[src/rtl/ifb_gate_gen.sv]
module ifb_gate_gen #(
  parameter int CNT_W = 16,
  parameter int DT_W  = 8
) (
  input  logic             clk,
  input  logic             rst_n,
  input  logic             en,
  input  logic [CNT_W-1:0] period_cnt,
  input  logic [DT_W-1:0]  dead_cnt,
  output logic [3:0]       p1_gate,
  output logic [3:0]       p2_gate
);

  localparam logic [3:0] PAT_POS = 4'b1001;
  localparam logic [3:0] PAT_NEG = 4'b0110;

  logic             run;
  logic [CNT_W-1:0] cnt, per_q;
  logic [CNT_W-1:0] half, qtr, tq;
  logic             h1, h2, h1_prev, h2_prev;
  logic [DT_W-1:0]  bl1, bl2;
  logic             gap1, gap2, last;
  logic [DT_W-1:0]  bl_load;

  assign half = per_q >> 1;
  assign qtr  = per_q >> 2;
  assign tq   = half + qtr;
  assign last = (cnt == per_q - 1'b1);

  assign h1 = (cnt < half);
  assign h2 = (cnt >= qtr) && (cnt < tq);

  assign bl_load = (dead_cnt == '0) ? '0 : dead_cnt - 1'b1;
  assign gap1 = (h1 != h1_prev) ? (dead_cnt != '0) : (bl1 != '0);
  assign gap2 = (h2 != h2_prev) ? (dead_cnt != '0) : (bl2 != '0);

  assign p1_gate = (en && run && !gap1) ? (h1 ? PAT_POS : PAT_NEG) : 4'b0000;
  assign p2_gate = (en && run && !gap2) ? (h2 ? PAT_POS : PAT_NEG) : 4'b0000;

  always_ff @(posedge clk or negedge rst_n) begin
    if (!rst_n) begin
      run     <= 1'b0;
      cnt     <= '0;
      per_q   <= '0;
      h1_prev <= 1'b0;
      h2_prev <= 1'b0;
      bl1     <= '0;
      bl2     <= '0;
    end else if (!en) begin
      run <= 1'b0;
    end else if (!run) begin
      run     <= 1'b1;
      cnt     <= '0;
      per_q   <= period_cnt;
      h1_prev <= 1'b1;
      h2_prev <= 1'b0;
      bl1     <= dead_cnt;
      bl2     <= dead_cnt;
    end else begin
      if (last) begin
        cnt   <= '0;
        per_q <= period_cnt;
      end else begin
        cnt <= cnt + 1'b1;
      end
      h1_prev <= h1;
      h2_prev <= h2;
      if (h1 != h1_prev)   bl1 <= bl_load;
      else if (bl1 != '0) bl1 <= bl1 - 1'b1;
      if (h2 != h2_prev)   bl2 <= bl_load;
      else if (bl2 != '0) bl2 <= bl2 - 1'b1;
    end
  end

  AST_GATES_OFF_DIS: assert property (@(posedge clk) disable iff (!rst_n)
    !en |-> (p1_gate == 4'b0000 && p2_gate == 4'b0000));

  AST_CNT_IN_RANGE: assert property (@(posedge clk) disable iff (!rst_n)
    run |-> (cnt < per_q));

  AST_P2_QUARTER: assert property (@(posedge clk) disable iff (!rst_n)
    (p2_gate != 4'b0000) |-> (p2_gate[0] == ((cnt >= (per_q >> 2)) && (cnt < (per_q >> 2) + (per_q >> 1)))));

  AST_LEG_EXCL: assert property (@(posedge clk) disable iff (!rst_n)
    !(p1_gate[0] && p1_gate[1]) && !(p1_gate[2] && p1_gate[3]) &&
    !(p2_gate[0] && p2_gate[1]) && !(p2_gate[2] && p2_gate[3]));

  AST_DEAD_GAP: assert property (@(posedge clk) disable iff (!rst_n)
    ($past(dead_cnt) != '0 && $past(p1_gate) != 4'b0000 && p1_gate != 4'b0000)
      |-> (p1_gate == $past(p1_gate)));

  AST_PER_HOLD: assert property (@(posedge clk) disable iff (!rst_n)
    (run && en && !last) |=> (per_q == $past(per_q)));

endmodule

[config.mk]
export PLATFORM = sky130hd
export DESIGN_NAME = ifb_gate_gen
export DESIGN_NICKNAME = d
export VERILOG_FILES = /design/src/rtl/ifb_gate_gen.sv
export SDC_FILE = /design/constraint.sdc
export NUM_CORES = 1
export LEC_CHECK = 0
export BUFFER_PORTS_ARGS = -buffer_cell sky130_fd_sc_hd__buf_2
export CORE_ASPECT_RATIO = 1.1
export CORE_MARGIN = 5
export CORE_UTILIZATION = 30
export DETAILED_ROUTE_END_ITERATION = 8
export SLEW_MARGIN = 40
export SYNTH_ARGS = -nofsm -noshare
export SYNTH_HDL_FRONTEND = slang
export SYNTH_SLANG_ARGS = --single-unit
[constraint.sdc]
create_clock -name clk -period 11.3 [get_ports clk]
set_input_delay 1.13 -clock clk [delete_from_list [all_inputs] [get_ports clk]]
set_output_delay 1.13 -clock clk [all_outputs]
set_load 0.005 [all_outputs]
Yosys cells after proc, flatten, opt, wreduce, memory -nomap -nowiden
Index checks and enable logic that the tools add are counted.
- reduce and logical (&&, ||, !) cells: 13
- equal/unequal tests: 6
- $lt $le $gt $ge: 3
- muxes and demuxes: 20
- $add $sub $neg: 6
- operators with widths (kind ; number):
    $mux W16 ; 4
    $mux W8 ; 7
    $reduce_bool A8 Y1 ; 3
    $sub A8 B1 Y8 const B ; 3
    $add A15 B14 Y16 ; 1
    $add A16 B1 Y16 const B ; 1
    $eq A16 B16 Y1 ; 1
    $ge A16 B14 Y1 ; 1
    $lt A16 B15 Y1 ; 1
    $lt A16 B16 Y1 ; 1
    $mux W4 ; 4
    $sub A16 B1 Y16 const B ; 1
    $logic_not A8 Y1 ; 1
    $ne A3 B1 Y1 const B ; 2
    $reduce_and A2 Y1 ; 3
    $mux W1 ; 5
    $logic_and A1 B1 Y1 ; 4
    $logic_not A1 Y1 ; 2
    $ne A1 B1 Y1 ; 2
    $ne A2 B1 Y1 const B ; 1
- output and inout port bits: 8
- bits in registers: 51

Logic depth before layout (Yosys ltp)
- depth in word-level cells: 8
- gate-level depth with buffers: 20
- gate-level depth less buffers: 19

Worst setup path before layout
Ideal clock, no wire load.
- path type: register to output
- from: register per_q[2]
- to: output port p2_gate[2]
- cell stages (with the launch flop): 18
- data arrival time: 3886 ps
- path slack: 6284 ps
- path buffers: 1
- data required time: 10170 ps
- cells stage by stage: dfrtp_1 ha_1 fa_1 a21o_1 a21oi_1 o21ai_0 a311o_1 and2_1 o311a_1 nor4_1 a211oi_1 ha_1 and4_1 o21ai_0 a21o_1 nand3_1 nor3b_1 buf_4
- word-level cells in the longest chain between the ends: 8
- elaborated cells between the ends (all ways): 10
- classes of those cells: add/sub: 1; order compare: 2; eq/ne: 1; mux: 3; reduce/logical: 3
- RTL lines (item ; line ; source):
    start, declared ; 18 ; logic [CNT_W-1:0] cnt, per_q;
    start signal, assigned ; 54 ; per_q <= period_cnt;
    start signal, assigned ; 62 ; per_q <= period_cnt;
    $add A15 B14 Y16 ; 27 ; assign tq = half + qtr;
    $lt A16 B16 Y1 ; 31 ; assign h2 = (cnt >= qtr) && (cnt < tq);
    $logic_and A1 B1 Y1 * ; 31 ;
    $ne A1 B1 Y1 ; 35 ; assign gap2 = (h2 != h2_prev) ? (dead_cnt != '0) : (bl2 != '0);
    $mux W1 ; 35 ;
    $logic_not A1 Y1 ; 38 ; assign p2_gate = (en && run && !gap2) ? (h2 ? PAT_POS : PAT_NEG) : 4'b0000;
    $logic_and A1 B1 Y1 ; 38 ;
    $mux W4 * ; 38 ;
    end, declared ; 11 ; output logic [3:0] p2_gate
Every way passes the cells marked *; elsewhere a longest branch is shown, timed or not.

Worst setup path after layout
- from: register per_q[2]
- to: output port p2_gate[0]
Same word-level chain as after synthesis.

==> impl_metrics.toml <==
[worst_setup_path]
critPathLaunchType = "register"
path_class = "reg -> out"
arrival_ps = 4590
r2r_cells = 18
cp_max_fo = 7
worstPathCellList = "ha_1 -> fa_1 -> a21o_1 -> a21oi_1 -> o21ai_0 -> a311o_1 -> and2_1 -> o311a_1 -> nor4_1 -> a211oi_1 -> ha_1 -> a21o_1 -> a21oi_1 -> nand3_1 -> nor3_1 -> buf_2"
setup.worst_path.end_class = "output pin"
cp_slowest_cell = "dfrtp_1"
cp_num_cells = 16
reg2reg_slack_ps = 6230
cp.required_ps = 10170
critical_path_buf_inv_count = 1
critical-path-top-delay-family = "compound AO/OA/AOI/OAI gates"
max_stage_delay_ps = 480

[detailed_routing]
dr_total_vias = 4404
post_drt_wl_per_cell_um = 15.4
wl_met3_um = 541
postRouteWirelength_mm = 13.2
drcViolationCount = 0
wl_met2_mm = 6.31
drtIter0Drc = 211
drt_first_pass_iters = 4
top_layer_used = "met4"
vias_per_cell = 5.12
wl_met1_mm = 6.19
ant_nets = 0

[logic_synthesis]
ys_ff_latch = 51
ys_seq_area_share_pct = 24.1
synth_area_um2 = 5300
synth.distinct_cells = 62
synth_nets = 708
synthArstFlopShare_pct = 100
synth_area_leaders = "dfrtp_1 (24%), ha_1 (20%), xnor2_1 (4.8%), xor2_1 (4.1%), o21ai_0 (3.8%)"
synth.top_cell.area_share_pct = 24.1
synthCells = 597
synth_edf_count = 0
synth_top_cell_by_area = "dfrtp_1"
syn_avg_cell_area_um2 = 8.88
ys.flop_type = "dfrtp_1"
ys_warn_count = 0

[global_route]
antenna_found_initial = 0
grt_max_degree = 52
gr-total-overflow = 0
grt_pass1_wl_mm = 22.1
grt_pass1_vias = 4319
track_usage_pct = 13.5

[clock_network]
cts_tree = "yes"
numCtsBuffers = 5
cts_resized = 0
post-cts-setup-buffers = 0
clockBufferDepth = 2
hold_buffers = 0
htree_levels = 2
clk_pin_slew_ps = 70
clkLatencyLatePin_ps = 300
clock_sinks = 51
root_buffer = "clkbuf_16"

[placed_design]
dpl_cell_area_um2 = 5690
dp_hpwl_mm = 10.0
place_congestion = 0.849
io_buffer_count = 34

[sta]
fmaxAchievable_ghz = 0.175
tns_ps = 0
period_share_pct = 50.6
drv_slew = 0
fin_crit_ps = 5720
worst_pin_slew_ps = 749
hold_violations = 0
hold_slack_ps = 522
slew_headroom_pct = 49.4
setup_violations = 0
rsz0062_at_grt = "false"
fin_worst_skew_ps = 6.54

[min_path]
hold_path_depth = 1
min_path_type = "reg -> reg"

[floorplan]
die_w_um = 137
core_um2 = 17500
boundaryPins = 35
start_util_pct = 30.2
die-area_um2 = 20400
rows = 51
dieHeight_um = 149

[pwr]
ir_drop_mv = 0.0594
p_leak_nw = 2.65
p_per_area_nw_per_um2 = 134
power_mw = 0.786

[flow_run]
maxCapViolations = 0

[layout]
final_area_um2 = 5850
antenna_cells = 0
area_growth_pct = 10.4
fin_nets = 732
layout-drive-gt1-share_pct = 12.7

[run_status]
status = "finished, final reports clean"
-- worst paths after layout --
path | from | to
max | per_q[2] | p2_gate[0]
min | bl2[5] | bl2[5]
max reg2reg | per_q[2] | bl2[0]
min reg2reg | bl2[5] | bl2[5]
max in group asynchronous | rst_n | cnt[1]
min in group asynchronous | rst_n | bl2[0]
-- stage by stage --
stage	util [%]	setup slack (ps)	std cells
floorplan	-	6280	597
global placement	32.3	6070	852
detailed placement	32.4	5920	852
CTS	33.3	5560	860
global route	33.4	5170	860
finish	33.4	5580	860
-- area by class of cell --
class / count / area, um2
Fill cell: 1873 / 11700
Multi-Input combinational cell: 489 / 3800
Sequential cell: 51 / 1280
Tap cell: 238 / 298
Timing Repair Buffer: 36 / 185
Inverter: 38 / 143
Clock buffer: 6 / 139
Clock inverter: 2 / 16.3
-- cell usage after synthesis, types with 10 or more instances --
cell type and n:
nor2_1 35, nand3_1 13, xnor2_1 29, mux2_2 10, o21ai_0 40, dfrtp_1 51, clkbuf_1 11, a21oi_1 29
mux2_4 10, a31oi_1 11, inv_1 38, xor2_1 25, nand2_1 45, nor3_1 22, ha_1 83, nand4_1 10
-- layer usage --
layer / global-route usage [%] / vias to the layer above
li1: - / 2232
met1: 18.3 / 2085
met2: 22.4 / 72
met3: 2.08 / 15
met4: 3.38 / 0
met5: 0 / -
-- registers in the layout (all words and copies together), names as in the netlist --
signal and cells:
bl1 8, bl2 8, cnt 16, h1_prev 1, h2_prev 1, per_q 16
run 1
-- cell families after synthesis --
group,Yosys count,share of synthesized area (%)
and+or+nand+nor,184,18.6
DFF,51,24.1
adders and majority gates,84,20.0
muxes,26,6.09
buffers and inverters,57,4.72
xor gates and xnor gates,54,8.92
AOI/OAI and AO/OA,141,17.6
-- placed cells by master (no fill, tap or decap), types with 13 or more instances in the layout --
| cell | n |
|---|---|
| nand2_1 | 45 |
| inv_1 | 38 |
| nor2_1 | 34 |
| buf_2 | 34 |
| nor3_1 | 22 |
| a21oi_1 | 29 |
| dfrtp_1 | 51 |
| xor2_1 | 24 |
| o21ai_0 | 40 |
| xnor2_1 | 29 |
| ha_1 | 83 |
| nand3_1 | 13 |
-- report_power, final --
part	internal (mW)	switching, mW	total, mW
combinational	0.165	0.197	0.362
sequential	0.212	0.0483	0.260
clock	0.0888	0.0750	0.164
No activity file was read; power rests on OpenSTA's default activity.
